**src/rtl/hcvt_pkg.sv**
```systemverilog
`timescale 1ns/1ps
package hcvt_pkg;
    typedef enum logic [2:0] {
        OP_WIDEN_LO   = 3'd0,
        OP_WIDEN_HI   = 3'd1,
        OP_NARROW_LO  = 3'd2,
        OP_NARROW_HI  = 3'd3,
        OP_VEC_NARROW = 3'd4,
        OP_VEC_WIDEN  = 3'd5
    } op_e;

    localparam int FLG_W   = 4;
    localparam int FLG_INV = 3;
    localparam int FLG_OVF = 2;
    localparam int FLG_UNF = 1;
    localparam int FLG_INX = 0;
endpackage

```
**src/rtl/hcvt_widen.sv**
```systemverilog
`timescale 1ns/1ps
module hcvt_widen
    import hcvt_pkg::*;
(
    input  logic [15:0]      half_i,
    input  logic             alt_i,
    output logic [31:0]      sgl_o,
    output logic [FLG_W-1:0] flg_o
);
    logic       sgn;
    logic [4:0] ex;
    logic [9:0] mt;
    logic [3:0] lead;

    assign sgn = half_i[15];
    assign ex  = half_i[14:10];
    assign mt  = half_i[9:0];

    always_comb begin
        lead = 4'd0;
        for (int i = 0; i < 10; i++) begin
            if (mt[i]) lead = 4'(i);
        end
    end

    always_comb begin
        flg_o = '0;
        sgl_o = {sgn, 31'b0};
        if (ex == 5'h1f && !alt_i) begin
            if (mt != 10'd0) begin
                // quiet the NaN, keep payload
                sgl_o = {sgn, 8'hff, 1'b1, mt[8:0], 13'b0};
                flg_o[FLG_INV] = !mt[9];
            end else begin
                sgl_o = {sgn, 8'hff, 23'b0};
            end
        end else if (ex == 5'd0) begin
            if (mt != 10'd0) begin
                // subnormal half: renormalise, value = mt * 2^-24
                sgl_o = {sgn, 8'(lead) + 8'd103, 10'(mt << (4'd10 - lead)), 13'b0};
            end
        end else begin
            sgl_o = {sgn, {3'b000, ex} + 8'd112, mt, 13'b0};
        end
    end
endmodule

```
**src/rtl/hcvt_narrow.sv**
```systemverilog
`timescale 1ns/1ps
module hcvt_narrow
    import hcvt_pkg::*;
(
    input  logic [31:0]      sgl_i,
    input  logic             alt_i,
    output logic [15:0]      half_o,
    output logic [FLG_W-1:0] flg_o
);
    logic               sgn;
    logic [7:0]         ex;
    logic [22:0]        mt;
    logic signed [9:0]  e_unb;
    logic signed [9:0]  e_rnd;
    logic signed [9:0]  neg_sh;
    logic signed [9:0]  e_lim;
    logic [4:0]         sh;
    logic               rup_n;
    logic               carry_n;
    logic [9:0]         frac_n;
    logic [47:0]        sub_x;
    logic               rup_s;

    assign sgn   = sgl_i[31];
    assign ex    = sgl_i[30:23];
    assign mt    = sgl_i[22:0];
    assign e_unb = $signed({2'b00, ex}) - 10'sd127;
    assign e_lim = alt_i ? 10'sd16 : 10'sd15;

    // normal-range path: keep 10 fraction bits, round on the low 13
    assign rup_n   = mt[12] && ((mt[11:0] != 12'd0) || mt[13]);
    assign frac_n  = mt[22:13] + 10'(rup_n);
    assign carry_n = (&mt[22:13]) && rup_n;
    assign e_rnd   = e_unb + (carry_n ? 10'sd1 : 10'sd0);

    // subnormal path: value / 2^-24 = m24 >> -(e+1), clamped at 25
    assign neg_sh = -(e_unb + 10'sd1);
    assign sh     = (neg_sh > 10'sd25) ? 5'd25 : neg_sh[4:0];
    assign sub_x  = {1'b1, mt, 24'b0} >> sh;
    assign rup_s  = sub_x[23] && ((sub_x[22:0] != 23'd0) || sub_x[24]);

    always_comb begin
        flg_o  = '0;
        half_o = {sgn, 15'b0};
        if (ex == 8'hff) begin
            if (alt_i) begin
                flg_o[FLG_INV] = 1'b1;
                half_o = (mt != 23'd0) ? {sgn, 15'b0} : {sgn, 15'h7fff};
            end else if (mt != 23'd0) begin
                half_o = {sgn, 5'h1f, 1'b1, mt[21:13]};
                flg_o[FLG_INV] = !mt[22];
            end else begin
                half_o = {sgn, 5'h1f, 10'b0};
            end
        end else if (ex == 8'd0) begin
            if (mt != 23'd0) begin
                flg_o[FLG_UNF] = 1'b1;
                flg_o[FLG_INX] = 1'b1;
            end
        end else if (e_unb < -10'sd14) begin
            half_o = {sgn, 15'(sub_x[47:24] + 24'(rup_s))};
            if (sub_x[23:0] != 24'd0) begin
                flg_o[FLG_UNF] = 1'b1;
                flg_o[FLG_INX] = 1'b1;
            end
        end else if (e_rnd > e_lim) begin
            half_o = alt_i ? {sgn, 15'h7fff} : {sgn, 5'h1f, 10'b0};
            flg_o[FLG_OVF] = 1'b1;
            flg_o[FLG_INX] = 1'b1;
        end else begin
            half_o = {sgn, 5'(e_rnd + 10'sd15), frac_n};
            flg_o[FLG_INX] = (mt[12:0] != 13'd0);
        end
    end
endmodule

```
**src/rtl/hcvt_lane_unit.sv**
```systemverilog
`timescale 1ns/1ps
module hcvt_lane_unit
    import hcvt_pkg::*;
#(
    parameter int LANES = 4
) (
    input  logic                   clk,
    input  logic                   rst_n,
    input  logic                   start,
    input  logic [2:0]             op,
    input  logic                   fp16_en,
    input  logic                   fmt_alt,
    input  logic [LANES*32-1:0]    src,
    input  logic [31:0]            dst_old,
    output logic                   busy,
    output logic                   done,
    output logic                   undef,
    output logic [LANES*32-1:0]    res,
    output logic [FLG_W-1:0]       flags
);
    localparam int SW    = 32;
    localparam int HW    = 16;
    localparam int SRC_W = LANES * SW;
    localparam int LW    = (LANES > 2) ? $clog2(LANES) : 1;

    typedef struct packed {
        logic             busy;
        logic             done;
        logic             undef;
        logic [2:0]       op;
        logic             alt;
        logic [LW-1:0]    lane;
        logic [LW-1:0]    last;
        logic [SRC_W-1:0] src;
        logic [SRC_W-1:0] res;
        logic [FLG_W-1:0] flg;
    } state_t;

    state_t st_d, st_q;

    logic [HW-1:0]    w_in;
    logic [SW-1:0]    w_out;
    logic [FLG_W-1:0] w_flg;
    logic [SW-1:0]    n_in;
    logic [HW-1:0]    n_out;
    logic [FLG_W-1:0] n_flg;

    assign w_in = st_q.src[HW*int'(st_q.lane) +: HW];
    assign n_in = st_q.src[SW*int'(st_q.lane) +: SW];

    hcvt_widen u_widen (
        .half_i (w_in),
        .alt_i  (st_q.alt),
        .sgl_o  (w_out),
        .flg_o  (w_flg)
    );

    hcvt_narrow u_narrow (
        .sgl_i  (n_in),
        .alt_i  (st_q.alt),
        .half_o (n_out),
        .flg_o  (n_flg)
    );

    logic          legal_op;
    logic          in_vec;
    logic          in_narrow;
    logic          cur_narrow;
    logic          cur_vec;
    logic [LW-1:0] slot;

    always_comb begin
        legal_op   = (op <= 3'd5);
        in_vec     = (op == OP_VEC_NARROW) || (op == OP_VEC_WIDEN);
        in_narrow  = (op == OP_NARROW_LO) || (op == OP_NARROW_HI);
        cur_narrow = (st_q.op == OP_NARROW_LO) || (st_q.op == OP_NARROW_HI)
                   || (st_q.op == OP_VEC_NARROW);
        cur_vec    = (st_q.op == OP_VEC_NARROW) || (st_q.op == OP_VEC_WIDEN);
        if (st_q.op == OP_NARROW_HI) begin
            slot = LW'(1);
        end else if (cur_vec) begin
            slot = st_q.lane;
        end else begin
            slot = '0;
        end
    end

    always_comb begin
        st_d       = st_q;
        st_d.done  = 1'b0;
        st_d.undef = 1'b0;
        if (!st_q.busy) begin
            if (start) begin
                if (!fp16_en || !legal_op) begin
                    st_d.undef = 1'b1;
                end else begin
                    st_d.busy = 1'b1;
                    st_d.op   = op;
                    st_d.alt  = fmt_alt;
                    st_d.src  = src;
                    st_d.flg  = '0;
                    st_d.res  = in_narrow ? {{(SRC_W-SW){1'b0}}, dst_old} : '0;
                    st_d.lane = (op == OP_WIDEN_HI) ? LW'(1) : '0;
                    if (in_vec) begin
                        st_d.last = LW'(LANES - 1);
                    end else begin
                        st_d.last = (op == OP_WIDEN_HI) ? LW'(1) : '0;
                    end
                end
            end
        end else begin
            if (cur_narrow) begin
                st_d.res[HW*int'(slot) +: HW] = n_out;
                st_d.flg = st_q.flg | n_flg;
            end else begin
                st_d.res[SW*int'(slot) +: SW] = w_out;
                st_d.flg = st_q.flg | w_flg;
            end
            if (st_q.lane == st_q.last) begin
                st_d.busy = 1'b0;
                st_d.done = 1'b1;
            end else begin
                st_d.lane = st_q.lane + LW'(1);
            end
        end
    end

    always_ff @(posedge clk) begin
        if (!rst_n) begin
            st_q <= '0;
        end else begin
            st_q <= st_d;
        end
    end

    assign busy  = st_q.busy;
    assign done  = st_q.done;
    assign undef = st_q.undef;
    assign res   = st_q.res;
    assign flags = st_q.flg;
endmodule

```
**config.mk**
```make
export PLATFORM = sky130hd
export DESIGN_NAME = hcvt_lane_unit
export DESIGN_NICKNAME = d
export VERILOG_FILES = /design/src/rtl/hcvt_pkg.sv /design/src/rtl/hcvt_widen.sv /design/src/rtl/hcvt_narrow.sv /design/src/rtl/hcvt_lane_unit.sv
export SDC_FILE = /design/constraint.sdc
export NUM_CORES = 1
export LEC_CHECK = 0
export ABC_AREA = 1
export BUFFER_PORTS_ARGS = -buffer_cell sky130_fd_sc_hd__buf_2
export CAP_MARGIN = 0
export CORE_MARGIN = 1.5
export CORE_UTILIZATION = 61
export DETAILED_ROUTE_END_ITERATION = 10
export MAX_ROUTING_LAYER = met4
export PLACE_DENSITY = 0.86
export SLEW_MARGIN = 15
export SYNTH_ARGS = -nofsm -noshare
export SYNTH_HDL_FRONTEND = slang
export SYNTH_SLANG_ARGS = --single-unit
export TNS_END_PERCENT = 5
```
**constraint.sdc**
```tcl
create_clock -name clk -period 8.85 [get_ports clk]
set_input_delay 2.655 -clock clk [delete_from_list [all_inputs] [get_ports clk]]
set_output_delay 2.655 -clock clk [all_outputs]
set_load 0.01 [all_outputs]
```
==> results of run 1 <==
-- logic make-up (layout without fill, tap and decap cells) --
group	Yosys count	after routing	synth area share (%)
simple gates	1243	1243	32.2
compound gates	553	553	18.3
buf+inv	474	564	14.3
flops	271	271	32.7
fa+ha+maj	24	24	1.81
xor+xnor	11	11	0.581
mux	1	1	0.0604
other cells	0	1	0
-- how the worst max path moves through the flow --
stage          cells after the start  slack [ns]       to       from
4_1_cts                           25        2.65  res[39]  st_q[262]
3_3_place_gp                      25        2.92  res[23]  st_q[262]
3_5_place_dp                      25        2.71  res[39]  st_q[262]
6_report                          25        2.55  res[71]  st_q[262]
5_1_grt                           25        2.10  res[39]  st_q[262]
2_1_floorplan                     29        4.20  res[61]  st_q[262]
-- placed cells by master (no fill, tap or decap), types with 15 or more instances in the layout --
cell type,count
buf_2,301
a31oi_1,21
nand4_1,30
nand2_1,589
nand3_1,217
a21oi_1,181
dfxtp_1,270
ha_1,24
o21ai_0,261
nor3_1,23
clkbuf_16,29
buf_4,15
nor2_1,324
inv_1,182
a221oi_1,15
-- metrics by stage --
stage	worst slack (ns)	area [µm²]
2_1_floorplan	4.20	16600
3_3_place_gp	2.92	17000
3_5_place_dp	2.71	17000
4_1_cts	2.65	17900
5_1_grt	2.10	17900
6_report	2.55	17900
-- where the power goes --
group,switching (µW),internal [µW],total (µW)
Combinational,502,210,713
Clock,535,675,1210
Sequential,38.5,1280,1320
Total,1080,2170,3240
-- state kept, by name (all words and copies together), names as in the netlist --
signal  cells
res       128
done        1
st_q      136
undef       1
busy        1
flags       4
-- worst max-delay path, stage by stage (launching register included) --
cell       delay (ns)
dfxtp_2          0.32
inv_2            0.71
a21oi_1          0.28
a32oi_1          0.70
inv_1            0.09
nor2_1           0.25
inv_1            0.10
a2111oi_0        0.42
ha_1             0.26
nand3_1          0.09
or2_2            0.29
nand2_1          0.14
inv_1            0.06
ha_1             0.29
nand2_1          0.06
o21ai_0          0.17
a21oi_1          0.08
o2111ai_1        0.20
nand2_1          0.24
inv_1            0.29
a21oi_1          0.10
o21ai_0          0.16
nand3_1          0.14
o21ai_2          0.44
nand3_1          0.13
a21oi_1          0.16
-- metal layers --
metal  wire [µm]  global-route usage, %
met5           0                      -
met4        1930                   12.5
met3        6100                   6.16
met2       24200                   59.4
met1       23200                   54.4
-- area by class of cell --
class | count | area, µm² | area share [%]
well taps | 341 | 427 | 2.38
multi-input cells | 1832 | 8790 | 49.0
clock buffers | 36 | 802 | 4.47
clock inverters | 15 | 133 | 0.739
inverters | 197 | 744 | 4.15
repair buffers | 316 | 1620 | 9.02
diodes | 1 | 2.50 | 0.0139
flip-flops and latches | 271 | 5430 | 30.2
==> summary.txt, run 1 <==
RePlAce Congestion -> 1.01
Final setup vio count -> 0
Post-CTS resize count -> 0
Yosys top cell by area -> dfxtp_1
Final core occ -> 67.0%
Drt first pass iters -> 6
Clock Path Buffers -> 3
CP Launch Type -> flop
Routed Antenna Nets -> 0
DRC violations left -> 0
Synthesized flop and latch total -> 271
Post-DP HPWL -> 40600 µm
Power Total -> 3240 µW
Avg Inst Size Synth -> 6.43 µm²
Synthesis-to-layout area growth -> 8.23%
Mapped Cells -> 2577
Largest net degree at the start of global routing -> 108
CTS clk-pin slew, worst paths -> 0.07 ns
Peak VDD IR -> 147 µV
CTS sink cnt -> 271
WHS -> 0.432 ns
Setup slack, reg-to-reg -> 2.55 ns
CP max FO -> 63
Post-Layout Cell Count -> 3009
EDFF count, synth -> 0
Clock Skew -> 0.0269 ns
Hold/Removal Path Class -> flop to flop
Top-count cell post-synth -> nand2_1
Max Clk Rate -> 0.159 GHz
Worst EP arrival -> 6.78 ns
DIE WIDTH -> 168 µm
DP Cell Count -> 2957
Synthesized area -> 16600 µm²
Vias per cell -> 5.94
R2R cell count -> 25
Die area -> 28200 µm²
First-pass GRT wire length -> 86600 µm
Post-synth cell types -> 54
Outcome -> finished clean
Starting Density -> 61.9%
Hold Path Depth -> 2
Tmin final -> 6.30 ns
Area contributors post-synth -> dfxtp_1, nand2_1, o21ai_0
FF-to-FF End -> res[71]
LEAKAGE -> 0.00818 µW
Chip height -> 168 µm
Post-CTS Hold Buffers -> 0
Req. time, crit path -> 9.33 ns
Congestion Overflow GR -> 0
Rows -> 60
Ys flop type -> dfxtp_1
Hold Path Sink -> res[107]
Number of I/O port buffers -> 302
Total setup buffers inserted after CTS -> 0
Vias in the first global route -> 16100
Synth top area share -> 32.7%
Hold path start -> res[107]
Wire length per cell -> 18.5 µm
CP endpoint kind -> flop
Power Density -> 181 nW/µm²
Total number of vias -> 17900
Seq/Total Area, Yosys -> 32.7%
Worst rel slew slack -> 23.7%
Unrepaired setup endpoints after global routing -> no
Syn_nets -> 2769
Final period util -> 71.1%
Layout Nets -> 2838
Setup Total Neg Slack -> 0 ns
Core ar. -> 26800 µm²
Pins Over Slew Limit -> 0
Num CTS Buffers -> 28
Max Cap Violations -> 0
CTS tree -> yes
Worst-Skew Late Latency -> 0.57 ns
# IOs -> 303
R2R Path Start -> st_q[262]
DR iter-0 viols -> 2680
GRT Total Usage -> 39.5%
Asr flop ratio synth -> 0%
Worst Max-Slew Pin Slew -> 1.14 ns
Share of layout cells above drive strength 1 -> 16.1%
Root buffer cell -> clkbuf_16
Final Hold Fails -> 0
# fillers -> 2463
WL final -> 55500 µm
Synth warn -> 0
H-tree depth reported by CTS -> 1
Setup CP Type -> flop to flop
Top post-synthesis cells by count -> nand2_1, nor2_1, dfxtp_1, o21ai_0, nand3_1
Initial antenna violation count -> 1
(Power assumes the default switching activity.)
==> run 2: changes to the inputs <==
--- a/config.mk
+++ b/config.mk
@@ -9,10 +9,10 @@
 export BUFFER_PORTS_ARGS = -buffer_cell sky130_fd_sc_hd__buf_2
 export CAP_MARGIN = 0
 export CORE_MARGIN = 1.5
-export CORE_UTILIZATION = 61
+export CORE_UTILIZATION = 57
 export DETAILED_ROUTE_END_ITERATION = 10
 export MAX_ROUTING_LAYER = met4
-export PLACE_DENSITY = 0.86
+export PLACE_DENSITY = 0.81
 export SLEW_MARGIN = 15
 export SYNTH_ARGS = -nofsm -noshare
 export SYNTH_HDL_FRONTEND = slang
==> constraint.sdc (replaced) <==
create_clock -name clk -period 6.6 [get_ports clk]
set_input_delay 1.98 -clock clk [delete_from_list [all_inputs] [get_ports clk]]
set_output_delay 1.98 -clock clk [all_outputs]
set_load 0.01 [all_outputs]
==> run 2 against run 1 <==
Sequential share of layout area fell by 0.46 points. Register-to-register slack got worse by 1.6 ns. Flip-flop and latch count unchanged. Maximum frequency grew 12%. Highest routed layer unchanged.
==> summary.txt, run 2 (same netlist as run 1, synthesis figures left out) <==
Outcome -> finished clean
Rows -> 62
Final Cell Area -> 18200 µm²
Sw power -> 1450 µW
CP max FO -> 40
Total setup buffers inserted after CTS -> 0
Worst-Skew Late Latency -> 0.58 ns
CTS sink cnt -> 271
H-tree depth reported by CTS -> 1
Max reg flops -> 136
Total number of cells along the worst setup path -> 28
Hold/Removal Path Class -> flop to flop
DIE WIDTH -> 174 µm
First-pass GRT wire length -> 90800 µm
Peak VDD IR -> 278 µV
Tmin final -> 5.60 ns
Net Sw Frac -> 32.4%
Synthesis-to-layout area growth -> 9.91%
Layout Nets -> 2854
Req. time, crit path -> 7.09 ns
Clock Power Share -> 38.8%
Setup Total Neg Slack -> 0 ns
Worst rel slew slack -> 28.6%
Power Density -> 246 nW/µm²
WL final -> 58000 µm
Sequential power share -> 39.7%
CP endpoint kind -> flop
Die area -> 30100 µm²
LEAKAGE -> 0.00831 µW
Chip height -> 174 µm
Dpl cell area -> 17200 µm²
Most flop-heavy register -> st_q
DP Cell Count -> 3014
Most common cell after layout, fill and taps aside -> nand2_1
Most used cell, CP -> nand2_1
Clock Skew -> 0.0239 ns
Combinational Power Share -> 21.5%
Drt first pass iters -> 8
R2R cell count -> 28
Num CTS Buffers -> 30
RePlAce Congestion -> 1.04
Internal power -> 3030 µW
# fillers -> 2729
Max Cap Violations -> 0
Setup slack, reg-to-reg -> 1.00 ns
Share of layout cells above drive strength 1 -> 16.7%
Vias in the first global route -> 16400
Vias per cell -> 5.87
Root buffer cell -> clkbuf_16
CTS tree -> yes
DRC violations left -> 0
Starting Density -> 57.8%
Commonest non-fill, non-tap cells in the layout -> nand2_1, nor2_1, buf_2
Setup CP Type -> flop to flop
Worst EP arrival -> 6.09 ns
Post-Layout Cell Count -> 3069
Worst path max stage delay -> 0.52 ns
Congestion Overflow GR -> 0
Final period util -> 84.8%
Final setup vio count -> 0
Core ar. -> 28700 µm²
Hold Path Depth -> 2
Initial antenna violation count -> 1
CTS clk-pin slew, worst paths -> 0.06 ns
Largest net degree at the start of global routing -> 104
Final core occ -> 63.5%
Pins Over Slew Limit -> 0
Max Clk Rate -> 0.179 GHz
Wire length per cell -> 18.9 µm
Routed Antenna Nets -> 0
Final Hold Fails -> 0
Post-CTS Hold Buffers -> 0
GRT Total Usage -> 38.6%
Worst Max-Slew Pin Slew -> 1.07 ns
CP max-delay cell -> a32oi_1
Clock Path Buffers -> 3
Post-DP HPWL -> 43000 µm
Critical path buffers and inverters -> 6
Number of I/O port buffers -> 302
Delay-heaviest family, CP -> compound AO/OA/AOI/OAI gates
CP Launch Type -> flop
Total number of vias -> 18000
Unrepaired setup endpoints after global routing -> no
DR iter-0 viols -> 1991
# IOs -> 303
Post-CTS resize count -> 0
==> run 2: changes by cell type in the layout (fill, tap and decap cells not counted), sizes merged <==
cell / delta
buf: +14
bufinv: +2
clkbuf: +2
clkinv: +4
clkinvlp: -3
inv: -2
==> run 2: per-stage QoR <==
| step | setup slack [ns] | hold slack (ns) | total power, µW |
|---|---|---|---|
| after floorplan | 1.95 | 0.415 | 2450 |
| after global placement | 1.23 | 0.418 | 2730 |
| after detailed placement | 1.16 | 0.422 | 2740 |
| after CTS | 1.10 | 0.430 | 4460 |
| after global routing | 0.283 | 0.438 | 4650 |
| final | 1.00 | 0.428 | 4480 |
==> run 2: final timing paths <==
| check | from | to |
|---|---|---|
| max | st_q[262] | res[61] |
| min | res[105] | res[105] |
| max reg2reg | st_q[262] | res[61] |
| min reg2reg | res[105] | res[105] |
==> run 2: area by class of cell <==
type                       instances  area (µm²)  share of cell area (%)
inverter                         197         744                    4.09
clock buffer                      38         841                    4.61
antenna                            1        2.50                  0.0137
multi-input combinational       1832        8790                    48.3
timing repair buffer             330        1750                    9.60
tap                              384         480                    2.64
sequential                       271        5430                    29.8
clock inverter                    16         185                    1.02
==> run 2: worst reg2reg max path, delay by kind of cell, from the launching register on <==
family,cells,cell delay [ns]
AO/OA/AOI/OAI,8,1.78
AND/OR/NAND/NOR,12,1.63
buffers and inverters,6,1.25
adder cells (fa/ha/maj),2,0.53
flip-flops,1,0.34
==> run 2: per-layer routing <==
| metal | up-vias | global-route usage, % | routed length, µm |
|---|---|---|---|
| li1 | 8533 | - | - |
| met1 | 8322 | 54.4 | 25400 |
| met2 | 1028 | 57.0 | 24900 |
| met3 | 136 | 5.35 | 5810 |
| met4 | 0 | 12.3 | 1980 |
| met5 | - | - | 0 |
==> run 2: power by group through the flow <==
stage	combinational, µW	clock (µW)	sequential, µW
final	965	1740	1780
after global routing	1060	1810	1780
after CTS	936	1750	1770
after detailed placement	931	0	1810
after global placement	926	0	1810
after floorplan	673	0	1780
